===== config.mk =====
export PLATFORM = sky130hd
export DESIGN_NAME = int_alu_trap
export DESIGN_NICKNAME = d
export VERILOG_FILES = /design/src/rtl/alu_pkg.sv /design/src/rtl/alu_decode.sv /design/src/rtl/alu_imm_ext.sv /design/src/rtl/alu_core.sv /design/src/rtl/int_alu_trap.sv
export SDC_FILE = /design/constraint.sdc
export NUM_CORES = 1
export LEC_CHECK = 0
export BUFFER_PORTS_ARGS = -buffer_cell sky130_fd_sc_hd__buf_2
export CAP_MARGIN = 25
export CORE_MARGIN = 10
export CORE_UTILIZATION = 37
export DETAILED_ROUTE_END_ITERATION = 8
export HOLD_SLACK_MARGIN = 0.15
export PLACE_DENSITY_LB_ADDON = 0.05
export SYNTH_ARGS = -nofsm -noshare
export SYNTH_HDL_FRONTEND = slang
export SYNTH_SLANG_ARGS = --single-unit

===== constraint.sdc =====
create_clock -name clk -period 12 [get_ports clk]
set_input_delay 2.4 -clock clk [delete_from_list [all_inputs] [get_ports clk]]
set_output_delay 2.4 -clock clk [all_outputs]
set_load 0.1 [all_outputs]

===== src/rtl/alu_pkg.sv =====
package alu_pkg;

    localparam int XLEN   = 32;
    localparam int IMM_W  = 16;
    localparam int SHW    = $clog2(XLEN);
    localparam int CODE_W = 6;

    localparam logic [CODE_W-1:0] OPC_REG  = 6'h00;
    localparam logic [CODE_W-1:0] OPC_ADDI = 6'h08;
    localparam logic [CODE_W-1:0] OPC_SLTI = 6'h0A;
    localparam logic [CODE_W-1:0] OPC_ANDI = 6'h0C;
    localparam logic [CODE_W-1:0] OPC_ORI  = 6'h0D;

    localparam logic [CODE_W-1:0] FN_SLL = 6'h00;
    localparam logic [CODE_W-1:0] FN_SRL = 6'h02;
    localparam logic [CODE_W-1:0] FN_ADD = 6'h20;
    localparam logic [CODE_W-1:0] FN_SUB = 6'h22;
    localparam logic [CODE_W-1:0] FN_AND = 6'h24;
    localparam logic [CODE_W-1:0] FN_OR  = 6'h25;
    localparam logic [CODE_W-1:0] FN_XOR = 6'h26;
    localparam logic [CODE_W-1:0] FN_NOR = 6'h27;
    localparam logic [CODE_W-1:0] FN_SLT = 6'h2A;

    typedef enum logic [3:0] {
        ALU_ADD,
        ALU_SUB,
        ALU_AND,
        ALU_OR,
        ALU_XOR,
        ALU_NOR,
        ALU_SLT,
        ALU_SLL,
        ALU_SRL,
        ALU_NONE
    } alu_op_e;

    typedef struct packed {
        alu_op_e op;
        logic    use_imm;
        logic    sign_ext;
        logic    trap_en;
        logic    bad;
    } alu_ctrl_t;

    typedef struct packed {
        logic [XLEN-1:0] result;
        logic            ovf_trap;
        logic            wr_en;
        logic            illegal;
    } alu_out_t;

endpackage


===== src/rtl/alu_decode.sv =====
module alu_decode
    import alu_pkg::*;
(
    input  logic [CODE_W-1:0] opcode,
    input  logic [CODE_W-1:0] funct,
    output alu_ctrl_t         ctrl
);

    always_comb begin
        ctrl          = '0;
        ctrl.op       = ALU_NONE;
        ctrl.bad      = 1'b0;
        unique case (opcode)
            OPC_REG: begin
                unique case (funct)
                    FN_ADD: begin ctrl.op = ALU_ADD; ctrl.trap_en = 1'b1; end
                    FN_SUB: begin ctrl.op = ALU_SUB; ctrl.trap_en = 1'b1; end
                    FN_AND: ctrl.op = ALU_AND;
                    FN_OR:  ctrl.op = ALU_OR;
                    FN_XOR: ctrl.op = ALU_XOR;
                    FN_NOR: ctrl.op = ALU_NOR;
                    FN_SLT: ctrl.op = ALU_SLT;
                    FN_SLL: ctrl.op = ALU_SLL;
                    FN_SRL: ctrl.op = ALU_SRL;
                    default: ctrl.bad = 1'b1;
                endcase
            end
            OPC_ADDI: begin
                ctrl.op       = ALU_ADD;
                ctrl.use_imm  = 1'b1;
                ctrl.sign_ext = 1'b1;
                ctrl.trap_en  = 1'b1;
            end
            OPC_SLTI: begin
                ctrl.op       = ALU_SLT;
                ctrl.use_imm  = 1'b1;
                ctrl.sign_ext = 1'b1;
            end
            OPC_ANDI: begin
                ctrl.op      = ALU_AND;
                ctrl.use_imm = 1'b1;
            end
            OPC_ORI: begin
                ctrl.op      = ALU_OR;
                ctrl.use_imm = 1'b1;
            end
            default: ctrl.bad = 1'b1;
        endcase
    end

endmodule


===== src/rtl/alu_imm_ext.sv =====
module alu_imm_ext
    import alu_pkg::*;
#(
    parameter int W_IN  = IMM_W,
    parameter int W_OUT = XLEN
) (
    input  logic [W_IN-1:0]  imm,
    input  logic             sign_ext,
    output logic [W_OUT-1:0] imm_wide
);

    localparam int PAD = W_OUT - W_IN;

    logic fill;

    always_comb begin
        fill     = sign_ext & imm[W_IN-1];
        imm_wide = {{PAD{fill}}, imm};
    end

endmodule


===== src/rtl/alu_core.sv =====
module alu_core
    import alu_pkg::*;
#(
    parameter int W  = XLEN,
    parameter int SW = SHW
) (
    input  alu_op_e        op,
    input  logic [W-1:0]   a,
    input  logic [W-1:0]   b,
    input  logic [SW-1:0]  sh,
    output logic [W-1:0]   y,
    output logic           ovf
);

    localparam int MSB = W - 1;

    logic [W-1:0] sum;
    logic [W-1:0] diff;
    logic         add_ovf;
    logic         sub_ovf;
    logic         lt;

    always_comb begin
        sum     = a + b;
        diff    = a - b;
        add_ovf = (a[MSB] == b[MSB]) && (sum[MSB] != a[MSB]);
        sub_ovf = (a[MSB] != b[MSB]) && (diff[MSB] != a[MSB]);
        lt      = $signed(a) < $signed(b);
        y       = '0;
        ovf     = 1'b0;
        unique case (op)
            ALU_ADD: begin y = sum;  ovf = add_ovf; end
            ALU_SUB: begin y = diff; ovf = sub_ovf; end
            ALU_AND: y = a & b;
            ALU_OR:  y = a | b;
            ALU_XOR: y = a ^ b;
            ALU_NOR: y = ~(a | b);
            ALU_SLT: y = {{(W-1){1'b0}}, lt};
            ALU_SLL: y = b << sh;
            ALU_SRL: y = b >> sh;
            default: y = '0;
        endcase
    end

endmodule


===== src/rtl/int_alu_trap.sv =====
module int_alu_trap
    import alu_pkg::*;
(
    input  logic              clk,
    input  logic              rst_n,
    input  logic [XLEN-1:0]   op_a,
    input  logic [XLEN-1:0]   op_b,
    input  logic [IMM_W-1:0]  imm,
    input  logic [SHW-1:0]    shamt,
    input  logic [CODE_W-1:0] opcode,
    input  logic [CODE_W-1:0] funct,
    output logic [XLEN-1:0]   result,
    output logic              ovf_trap,
    output logic              wr_en,
    output logic              illegal
);

    alu_ctrl_t       ctrl;
    logic [XLEN-1:0] imm_wide;
    logic [XLEN-1:0] src_b;
    logic [XLEN-1:0] core_y;
    logic            core_ovf;
    alu_out_t        out_d;
    alu_out_t        out_q;

    alu_decode i_decode (
        .opcode (opcode),
        .funct  (funct),
        .ctrl   (ctrl)
    );

    alu_imm_ext #(.W_IN(IMM_W), .W_OUT(XLEN)) i_imm_ext (
        .imm      (imm),
        .sign_ext (ctrl.sign_ext),
        .imm_wide (imm_wide)
    );

    assign src_b = ctrl.use_imm ? imm_wide : op_b;

    alu_core #(.W(XLEN), .SW(SHW)) i_core (
        .op  (ctrl.op),
        .a   (op_a),
        .b   (src_b),
        .sh  (shamt),
        .y   (core_y),
        .ovf (core_ovf)
    );

    always_comb begin
        out_d          = '0;
        out_d.illegal  = ctrl.bad;
        out_d.result   = ctrl.bad ? '0 : core_y;
        out_d.ovf_trap = !ctrl.bad && ctrl.trap_en && core_ovf;
        out_d.wr_en    = !ctrl.bad && !out_d.ovf_trap;
    end

    always_ff @(posedge clk) begin
        if (!rst_n) begin
            out_q <= '0;
        end else begin
            out_q <= out_d;
        end
    end

    assign result   = out_q.result;
    assign ovf_trap = out_q.ovf_trap;
    assign wr_en    = out_q.wr_en;
    assign illegal  = out_q.illegal;

endmodule


==> results by group <==
Status
  – Outcome: complete, no violations

Global route
  – Largest net degree at the start of global routing: 64
  – Vias in the first global route: 12,300
  – Initial antenna violation count: 2
  – Gr usage total: 0.282
  – Gr ovfl total: 0
  – Global-route wire length before repair: 79.5 mm

Critical path
  – CP Class: input port to flip-flop
  – Worst setup EP type: flip-flop
  – WP data arrival: 8.14 ns
  – CP Data Required Time: 12.23 ns
  – CP max FO: 28
  – Startpoint class of the critical path: input port

Synth
  – Flops & latches, synth: 35
  – Sequential share of the synthesized area: 0.0647
  – Most area-hungry cell type in the Yosys netlist: ha_1
  – Post-synth EDFFs: 0
  – Synth area leaders: ha_1 11%, mux4_2 8.1%, mux2i_1 7.2%
  – Post-synth top area share: 0.112
  – Synthesized area: 10,800 um2
  – Synth Warn #: 0
  – Post-synthesis cell count: 1,539
  – Post-synth ARST share: 0
  – Post-Syn Nets: 1,737
  – Mean Syn Cell Area: 7.03 um2
  – Netlist cell types: 90
  – Top FF cell, synth: dfxtp_1

Placed design
  – Post-Place Setup Slack: 3.89 ns
  – IO Port Bufs: 133
  – Placed cell area: 11,800 um2
  – Placed insts: 1,973
  – GPL Wtd Cong: 0.991
  – Dpl hpwl: 41.3 mm

Routing
  – Routed wire length: 53.3 mm
  – Routed via count: 12,900
  – Residual DRC count: 0
  – Routed wire per std cell: 26.9 um
  – Drt first-iter violations: 1,856
  – Pre-Repair DR Iteration Count: 6
  – Antenna-violating nets left: 0
  – Via density: 6.52

STA
  – Period utilization: 0.659
  – Setup TNS Final: 0 ns
  – Final Hold Vio Count: 0
  – Hold WS: 2.40 ns
  – RSZ-0062 raised after global routing: false
  – Min Tclk post-route: 7.91 ns
  – Slew headroom: 0.293
  – Fin. max-slew vios: 0
  – Slew at the pin closest to its max-slew limit: 1.06 ns
  – Final worst slack: 4.09 ns
  – Max Clock Freq: 126 MHz
  – Final setup vio count: 0

Floorplanning
  – Die area: 36,500 um2
  – Cell Rows: 62
  – IO Count: 134
  – Chip width: 191 um
  – Die height: 191 um
  – Initial Utilization: 0.376
  – Core area: 28,800 um2

Final layout
  – Area Overhead vs Synth: 10.3%
  – Share of layout cells above drive strength 1: 0.165
  – FILL cells: 3,122
  – Final instance area: 11,900 um2
  – Register area: 701 um2
  – Total Nets Final: 1,794
  – Area occupied by multi-input gates: 9270 um2
  – Non-Filler Instances: 1,982

CTS
  – TritonCTS clock tree: built
  – Clk root buf: clkbuf_16
  – Clk buf depth: 2
  – Setup bufs post-CTS: 0
  – Clk slew on worst S/H paths: 0.07 ns
  – Cts bufs inserted: 5
  – Post-CTS resize count: 0
  – CTS Sinks: 35
  – CTS H-tree lvls: 2
  – Cts hold-fix bufs: 0

Pwr
  – Clock power frac: 0.178
  – Power Internal: 0.000379 W
  – Sw frac: 0.519
  – Comb power frac: 0.673
  – Power density over cell area: 65.9 nW/um2
  – Sequential share of power: 0.149
  – IR drop worst, VDD: 0.0414 mV
  – Lkg Pwr: 5.03 nW
  – NetSw: 0.000409 W

Run
  – # Max-Cap Violations: 0

Min path
  – Hold/Removal Path Class: input port to flip-flop
[final cells by class]
type	count	area share
sequential	35	0.0587
inverter	111	0.0349
antenna	1	0.000210
tap	384	0.0402
timing repair buffer	170	0.0786
clock inverter	1	0.000419
multi-input combinational	1273	0.776
clock buffer	7	0.0111
[per-stage QoR]
step	utilization	total power, W
CTS	0.415	0.000774
finish	0.415	0.000788
detailed placement	0.410	0.000631
floorplan	-	0.000463
global placement	0.410	0.000633
global route	0.415	0.000831
[cells by family (layout without fill, tap and decap cells)]
| logic type | Yosys count | after routing | share of synthesized area |
|---|---|---|---|
| simple gates | 469 | 469 | 0.201 |
| other cells | 0 | 1 | 0 |
| xor+xnor | 19 | 19 | 0.0154 |
| mux | 135 | 135 | 0.173 |
| fa+ha+maj | 99 | 99 | 0.116 |
| buf+inv | 231 | 289 | 0.0847 |
| flops | 35 | 35 | 0.0647 |
| compound gates | 551 | 551 | 0.346 |
[placed cells by master, fill, tap and decap left out, drive strengths merged, types with 11 or more instances in the layout]
cell,Yosys,layout
and2,17,17
or3,11,11
nor3,29,29
nand3,40,40
a211oi,30,30
dfxtp,35,35
a221oi,12,12
o211ai,24,24
nor2,162,162
nand2,132,132
o21bai,11,11
buf,32,170
mux4,39,39
a31oi,39,39
mux2,15,15
a21o,14,14
o22ai,19,19
ha,97,97
o221ai,17,17
nand2b,14,14
mux2i,81,81
a221o,14,14
o21ai,103,103
o31ai,14,14
a21oi,129,129
inv,106,106
nor2b,14,14
xnor2,17,17
[worst max-delay path, stage by stage]
cell	delay [ns]
buf_2	0.11
or3b_1	0.60
nor2_8	0.44
buf_4	0.45
mux2i_1	0.85
ha_1	0.32
o211ai_1	0.12
o21bai_1	0.33
a211o_1	0.19
a41oi_1	0.27
o31a_1	0.41
o31ai_1	0.86
a31oi_1	0.24
o32a_1	0.35
a31oi_1	0.17
[flip-flops by register name, summed over array words and instances, names as in the netlist]
name / count
ovf_trap: 1
illegal: 1
result: 32
wr_en: 1
[path summary, 6_finish.rpt]
path	from	end	slack, ns	cells after the start
worst min-delay path	rst_n	ovf_trap	2.40	2
worst max-delay path	opcode[5]	result[27]	4.09	15
[power groups by stage]
stage / combinational, W / sequential [W] / clock, W
6_report: 0.000530 / 0.000118 / 0.000140
3_5_place_dp: 0.000511 / 0.000120 / 0
2_1_floorplan: 0.000335 / 0.000128 / 0
4_1_cts: 0.000514 / 0.000118 / 0.000143
5_1_grt: 0.000566 / 0.000118 / 0.000147
3_3_place_gp: 0.000513 / 0.000120 / 0
[cell usage after synthesis, types with 7 or more instances]
library cell and instances:
a311oi_1 7, o22ai_1 18, or3_1 11, a21o_1 14
a2111oi_0 10, and2_1 13, buf_2 12, o21bai_1 11
nand2b_1 14, a31oi_1 39, o31ai_1 14, xnor2_1 17
nor4_1 9, a21oi_1 129, a211oi_1 29, a221o_1 14
a211o_1 10, o221ai_1 17, buf_1 16, o21ai_0 101
a21boi_0 8, mux2_2 14, clkbuf_1 88, o2111ai_1 8
inv_1 105, mux4_2 39, ha_1 97, nor2_1 161
a221oi_1 12, nor2b_1 14, mux2i_1 78, a22oi_1 8
o211ai_1 24, and3_1 9, dfxtp_1 35, nand3_1 40
o31a_1 9, nand2_1 131, o21a_1 8, nor3_1 29
[metal layers]
metal,routed length [um],GRT usage,vias to the layer above
li1,-,-,5876
met2,23000,0.422,736
met1,24000,0.402,6237
met4,1430,0.0808,2
met3,4920,0.0490,76
met5,13,0,-
Power figures use the tool's default switching activity.
